$ cat config.mk
export PLATFORM = sky130hd
export DESIGN_NAME = stereo_dup_tx
export DESIGN_NICKNAME = d
export VERILOG_FILES = /design/src/rtl/sdtx_pkg.sv /design/src/rtl/sdtx_ctrl.sv /design/src/rtl/sdtx_dpath.sv /design/src/rtl/stereo_dup_tx.sv
export SDC_FILE = /design/constraint.sdc
export NUM_CORES = 1
export LEC_CHECK = 0
export BUFFER_PORTS_ARGS = -buffer_cell sky130_fd_sc_hd__buf_2
export CORE_MARGIN = 5
export CORE_UTILIZATION = 31
export CTS_BUF_LIST = sky130_fd_sc_hd__clkbuf_8
export CTS_CLUSTER_SIZE = 28
export DETAILED_ROUTE_END_ITERATION = 8
export GPL_TIMING_DRIVEN = 0
export HOLD_SLACK_MARGIN = 0.06
export PLACE_DENSITY = 0.51
export SYNTH_ARGS = -nofsm -noshare
export SYNTH_HDL_FRONTEND = slang
export SYNTH_SLANG_ARGS = --single-unit
$ cat constraint.sdc
create_clock -name clk -period 2.1 [get_ports clk]
set_input_delay 0.105 -clock clk [delete_from_list [all_inputs] [get_ports clk]]
set_output_delay 0.105 -clock clk [all_outputs]
set_load 0.01 [all_outputs]
$ cat src/rtl/sdtx_pkg.sv
package sdtx_pkg;
  // Strobes issued by the sequencer to the shift datapath.
  typedef struct packed {
    logic load;   // capture replicated word, present its top bit
    logic shift;  // present next stored bit
    logic flush;  // drive the line low
  } txCtrl_t;
endpackage

$ cat src/rtl/sdtx_ctrl.sv
module sdtx_ctrl
  import sdtx_pkg::*;
#(
  parameter int IMG_W = 32
) (
  input  logic    clk,
  input  logic    rstN,
  input  logic    loadStrobe,
  input  logic    fallEn,
  output txCtrl_t ctrl
);
  localparam int CNT_W = $clog2(IMG_W + 1);
  localparam logic [CNT_W-1:0] RELOAD = CNT_W'(IMG_W - 1);

  // Bits still waiting in the image after the one on the line.
  logic [CNT_W-1:0] remaining;
  logic             pending;

  assign pending    = (remaining != '0);
  assign ctrl.load  = fallEn & loadStrobe;
  assign ctrl.shift = fallEn & ~loadStrobe & pending;
  assign ctrl.flush = fallEn & ~loadStrobe & ~pending;

  always_ff @(posedge clk or negedge rstN) begin
    if (!rstN) begin
      remaining <= '0;
    end else if (ctrl.load) begin
      remaining <= RELOAD;
    end else if (ctrl.shift) begin
      remaining <= remaining - 1'b1;
    end
  end
endmodule

$ cat src/rtl/sdtx_dpath.sv
module sdtx_dpath
  import sdtx_pkg::*;
#(
  parameter int SAMPLE_W = 16,
  parameter int COPIES   = 2
) (
  input  logic                clk,
  input  logic                rstN,
  input  txCtrl_t             ctrl,
  input  logic [SAMPLE_W-1:0] sampleIn,
  output logic                serOut
);
  localparam int IMG_W = SAMPLE_W * COPIES;

  logic [IMG_W-1:0] wideWord;
  logic [IMG_W-1:0] image;
  logic             lineBit;

  // One slot per channel, all carrying the same sample.
  for (genvar g = 0; g < COPIES; g++) begin : g_slot
    assign wideWord[g*SAMPLE_W +: SAMPLE_W] = sampleIn;
  end

  always_ff @(posedge clk or negedge rstN) begin
    if (!rstN) begin
      image   <= '0;
      lineBit <= 1'b0;
    end else if (ctrl.load) begin
      image   <= {wideWord[IMG_W-2:0], 1'b0};
      lineBit <= wideWord[IMG_W-1];
    end else if (ctrl.shift) begin
      image   <= {image[IMG_W-2:0], 1'b0};
      lineBit <= image[IMG_W-1];
    end else if (ctrl.flush) begin
      lineBit <= 1'b0;
    end
  end

  assign serOut = lineBit;
endmodule

$ cat src/rtl/stereo_dup_tx.sv
module stereo_dup_tx
  import sdtx_pkg::*;
#(
  parameter int SAMPLE_W = 16,
  parameter int COPIES   = 2
) (
  input  logic                clk,
  input  logic                rstN,
  input  logic                loadStrobe,
  input  logic [SAMPLE_W-1:0] sampleIn,
  input  logic                fallEn,
  output logic                serOut
);
  localparam int IMG_W = SAMPLE_W * COPIES;

  txCtrl_t ctrl;

  sdtx_ctrl #(.IMG_W(IMG_W)) i_ctrl (
    .clk        (clk),
    .rstN       (rstN),
    .loadStrobe (loadStrobe),
    .fallEn     (fallEn),
    .ctrl       (ctrl)
  );

  sdtx_dpath #(.SAMPLE_W(SAMPLE_W), .COPIES(COPIES)) i_dpath (
    .clk      (clk),
    .rstN     (rstN),
    .ctrl     (ctrl),
    .sampleIn (sampleIn),
    .serOut   (serOut)
  );
endmodule

Word level (Yosys, flattened, before mapping)
Index checks and enable logic that the tools add are counted.

storage, ports and cells
  register bits = 39
  output and inout bits = 1
  bits of input ports = 20
  logic and storage cells = 20

cells by class
  reduce and logical (&&, ||, !) cells = 3
  add/subtract/negate cells = 1
  bitwise operators = 6
  muxes and demuxes = 7

operator list
  kind                                               count
  2-to-1 mux 32 bit                                  2
  2-to-1 mux 6 bit                                   2
  nonzero test 6 bit                                 1
  subtractor 6 x 1 -> 6 bit (second input constant)  1
  bitwise AND 1 bit                                  4
  2-to-1 mux 1 bit                                   3
  nonzero test 3 bit                                 1
  inverter 1 bit                                     2
  nonzero test 2 bit                                 1

Depth between registers and ports, before layout
  word-level depth = 6
  gate-level depth with buffers = 6
  mapped depth without buffers = 5

By module
Synthesis repeated with hierarchy kept, for this count alone.

unflattened totals
  cells, all modules = 164
  area total of the unflattened synthesis = 1,836.8 µm²

modules (own cells, without submodules)
  module      sequential area each (µm²)  cells each  instances  area each (µm²)
  sdtx_dpath  800.8                       123         1          1,463.9
  sdtx_ctrl   150.1                       41          1          372.9

Least setup slack after synthesis
No wires, ideal clock.

  path type = reg2reg
  from = register i_ctrl.remaining[0]
  to = register i_dpath.image[4]
  stages on the path, launching flop included = 7
  path slack = 495 ps
  path buffers = 1
  period minus slack after synthesis = 1,605 ps
  required time = 1,977 ps
  data arrival time = 1,483 ps
  library setup time = 123 ps
  path through = dfrtp_1 inv_1 ha_1 nor3b_2 a31oi_4 buf_6 o221a_2

on the way
  longest elaborated chain between the ends = 3

ends and longest elaborated chain
  what                                 line              source
  start, declared                      sdtx_ctrl.sv:16   logic [CNT_W-1:0] remaining;
  start signal, assigned               sdtx_ctrl.sv:30   remaining <= remaining - 1'b1;
  nonzero test 6 bit                   sdtx_ctrl.sv:19   assign pending = (remaining != '0);
  bitwise AND 1 bit                    sdtx_ctrl.sv:21   assign ctrl.shift = fallEn & ~loadStrobe & pending;
  nonzero test 2 bit (no source line)  n/a
  end signal, assigned                 sdtx_dpath.sv:29  image <= {wideWord[IMG_W-2:0], 1'b0};
  end signal, assigned                 sdtx_dpath.sv:32  image <= {image[IMG_W-2:0], 1'b0};
  end, declared                        sdtx_dpath.sv:16  logic [IMG_W-1:0] image;

No other way between the ends.
A chain may end at the register's enable or synchronous reset.

Final worst setup path
  from = register i_ctrl.remaining[0]
  to = register i_dpath.image[18]

The elaborated chain is that of the path after synthesis.

==> results.toml <==
[run_status]
outcome = "completed"

[pwr]
power.static_leakage_nw = 0.909
vdd_ir_drop_max_mv = 0.271
report.power.total_mw = 1.65
cellPowerDensity_nw_per_um2 = 710

[yosys]
syn-num-nets = 208
yosysWarningCount = 0
netlist.top_cell.by_area = "sky130_fd_sc_hd__dfrtp_1"
synth-seq-cells = 38
syn_inst = 186
synth_largest_type_area_fraction = 0.468
yosysUniqueCellTypes = 39
synth_seq_area_share = 0.468
post_synth_instance_area_sq_um = 2030
yosys-top-cells-area = "sky130_fd_sc_hd__dfrtp_1, sky130_fd_sc_hd__o221a_2, sky130_fd_sc_hd__or3_1"
post_synth.cell_area_avg_sq_um = 10.9

[clocking]
cts.sink_count = 38
cts_tree = "built"
h_tree_depth = 2
clkTransAtPathRegs_ns = 0.07
postCtsSetupBuffers = 0
insertion_delay_of_the_later_clocked_pin_in_the_worst_skew_pair_ns = 0.29
clock-root-buffer = "sky130_fd_sc_hd__clkbuf_8"
cts_repair_resize_count = 0
cts.path.max_buffers = 2
cts_buffers = 5

[timing]
final-max-slew-violation-count = 0
finalHoldViolCount = 0
clock.fmax_mhz = 540
max-slew-margin-rel = 0.407
setup_failing_eps_final = 0
totalNegativeSetupSlack_ns = 0
period_needed_ns = 1.85
skew_ns = 0.00509
finalCritPeriodShare = 0.881
rsz0062_at_grt = "false"
transition_time_at_the_pin_with_the_least_slew_margin_ns = 0.890

[worst_hold_path]
min_delay_worst_endpoint = "i_dpath.serOut$_DFFE_PN0P_"
holdCritStartpoint = "sampleIn[15]"
timing.hold.worst_path_depth = 3
hold_class = "input port to flip-flop"

[worst_setup_path]
worst-path-max-fanout = 10
reg2reg_to = "i_dpath.image[18]$_DFFE_PN0P_"
cp_top_family = "compound AO/OA/AOI/OAI gates"
worst_path_max_delay_cell = "sky130_fd_sc_hd__dfrtp_1"
timing.rr.start = "i_ctrl.remaining[0]$_DFFE_PN0P_"
buffers_inverters_on_critical_path = 2
timing.critical_path.from_type = "flip-flop"
setup.worst_path.end_class = "flip-flop"
cp_data_arrival_time_ns = 2.03
ff2ff_path_depth = 6
r2r_slack_ns = 0.25
required_time_at_the_endpoint_of_the_critical_path_ns = 2.27
critical_path.cell_chain = "inv_1 -> ha_1 -> nor3b_2 -> a31oi_4 -> buf_6 -> o221a_2"
critical_path_start_end_classification = "flip-flop to flip-flop"
slowest_delay_ns = 0.42

[route]
drt-wirelength-per-cell_microns = 18.2
post_dr_vias_cell = 5.62
vias = 1630
drt_iter0_drc = 118
m1WireLength_microns = 2550
topRoutingLayerUsed = "met4"
amount_of_wire_on_met2_after_detailed_routing_microns = 2440
drt_pre_antenna_iters = 4
postRouteAntennaNets = 0
finalWirelength_microns = 5270
detailroute.wirelength.met3_microns = 198
detailed_route_drc_error_count = 0

[final_layout]
seqCellArea_sq_um = 951
most-common-layout-cells = "sky130_fd_sc_hd__dfrtp_1, sky130_fd_sc_hd__or3_1, sky130_fd_sc_hd__buf_2"
multi_input_comb_area_sq_um = 933
finish.net_count = 236
syn_to_final_growth_pct = 14.5
layout.cells.most_common = "sky130_fd_sc_hd__dfrtp_1"
post-route-util = 0.367
antenna-diode-count = 0
drive_above_1_share = 0.305
final.fill_count = 635

[global_routing]
grt_pass1_vias = 1711
grt.overflow.total = 0
grt_max_degree = 39
antenna_found_initial = 0
grt_first_pass_wirelength_microns = 9180
groute.usage.overall = 0.137

[job]
maxCapViolCount = 0

[floorplanning]
core_area_sq_um = 6350
die_height_microns = 91.0
fp.dieArea_sq_um = 8280
ioPinCount = 21
row_count = 29
die_w_microns = 91.0
initial_utilization = 0.320

[placed_design]
numPortBuffers = 19
routabilityCongestion = 0.796
dp.final_hpwl_microns = 3560
report_power, final:
group	internal (mW)	switching (mW)	leakage, nW
registers	0.821	0.0552	0.410
clock network	0.253	0.248	0.0431
logic	0.137	0.138	0.456
total	1.21	0.441	0.909
kinds of logic after synthesis:
kind of cell	Yosys count	share of synthesized area
buffers and inverters	27	0.0732
DFF	38	0.468
adders and majority gates	2	0.0123
and+or+nand+nor	60	0.167
AOI/OAI and AO/OA	59	0.279
through the flow:
stage	hold slack [ns]	cells	area (sq um)	setup slack [ns]
finish	0.0842	290	2330	0.249
global route	0.0897	290	2330	0.146
CTS	0.0730	290	2330	0.260
detailed placement	0.281	282	2220	0.287
global placement	0.282	282	2220	0.288
floorplan	-0.191	186	2030	0.495
metal layers:
| metal | vias up | GRT usage |
|---|---|---|
| met1 | 803 | 0.194 |
| met2 | 44 | 0.210 |
| met4 | 0 | 0.0440 |
| met3 | 5 | 0.0289 |
| li1 | 778 | - |
| met5 | - | 0 |
tightest hold or removal path: cells and delay by family:
| family | cells | cell delay (ns) |
|---|---|---|
| compound gates | 1 | 0.07 |
| simple gates | 1 | 0.05 |
| buf+inv | 1 | 0.11 |
synthesized netlist by cell type:
cell                       instances
sky130_fd_sc_hd__buf_2             5
sky130_fd_sc_hd__and3_1            1
sky130_fd_sc_hd__nand4_1           1
sky130_fd_sc_hd__nor2_4            1
sky130_fd_sc_hd__o221a_1           8
sky130_fd_sc_hd__a31oi_1           3
sky130_fd_sc_hd__or3b_4            1
sky130_fd_sc_hd__inv_2             2
sky130_fd_sc_hd__a21o_1            2
sky130_fd_sc_hd__a31oi_4           1
sky130_fd_sc_hd__o41ai_1           1
sky130_fd_sc_hd__buf_4             1
sky130_fd_sc_hd__nor2_1           15
sky130_fd_sc_hd__nand2b_1          1
sky130_fd_sc_hd__or3_1            27
sky130_fd_sc_hd__clkbuf_1          7
sky130_fd_sc_hd__o211ai_1          3
sky130_fd_sc_hd__a221oi_1          4
sky130_fd_sc_hd__nand2_1           4
sky130_fd_sc_hd__nor3b_2           1
sky130_fd_sc_hd__a21oi_1           1
sky130_fd_sc_hd__ha_1              2
sky130_fd_sc_hd__nor3_1            1
sky130_fd_sc_hd__nor2b_1           1
sky130_fd_sc_hd__o32a_1            1
sky130_fd_sc_hd__o21ai_0           1
sky130_fd_sc_hd__or2_2             1
sky130_fd_sc_hd__dfrtp_1          38
sky130_fd_sc_hd__nand3_1           2
sky130_fd_sc_hd__o211ai_2          6
sky130_fd_sc_hd__o21ai_1           2
sky130_fd_sc_hd__o221a_2          16
sky130_fd_sc_hd__o22ai_1           6
sky130_fd_sc_hd__inv_1             7
sky130_fd_sc_hd__a211oi_1          2
sky130_fd_sc_hd__buf_6             5
sky130_fd_sc_hd__a311oi_1          1
sky130_fd_sc_hd__a311o_1           1
sky130_fd_sc_hd__nor4_1            3
registers in the layout (all words and copies together), names as in the netlist:
signal and count:
i_dpath.image 31, i_dpath.serOut 1, i_ctrl.remaining 6
worst max path at each step:
stage                                    startpoint                            end  slack [ns]  cells past startpoint
floorplan           i_ctrl.remaining[0]$_DFFE_PN0P_   i_dpath.image[4]$_DFFE_PN0P_        0.49                      6
detailed placement  i_ctrl.remaining[0]$_DFFE_PN0P_   i_dpath.image[4]$_DFFE_PN0P_        0.29                      6
global route        i_ctrl.remaining[0]$_DFFE_PN0P_  i_dpath.image[29]$_DFFE_PN0P_        0.15                      5
finish              i_ctrl.remaining[0]$_DFFE_PN0P_  i_dpath.image[18]$_DFFE_PN0P_        0.25                      6
global placement    i_ctrl.remaining[0]$_DFFE_PN0P_  i_dpath.image[18]$_DFFE_PN0P_        0.29                      6
CTS                 i_ctrl.remaining[0]$_DFFE_PN0P_  i_dpath.image[18]$_DFFE_PN0P_        0.26                      6
layout make-up:
class / instances / share of cell area
buffer: 18 / 0.0495
clock buffer: 6 / 0.0355
inverter: 9 / 0.0145
multi-input combinational: 121 / 0.401
sequential: 38 / 0.409
tap: 77 / 0.0414
timing repair buffer: 21 / 0.0495
timing repair:
action,CTS,global route
setup endpoints to repair,0,0
hold buffers,2,0
hold endpoints to repair,39,0
(Power assumes the default switching activity.)
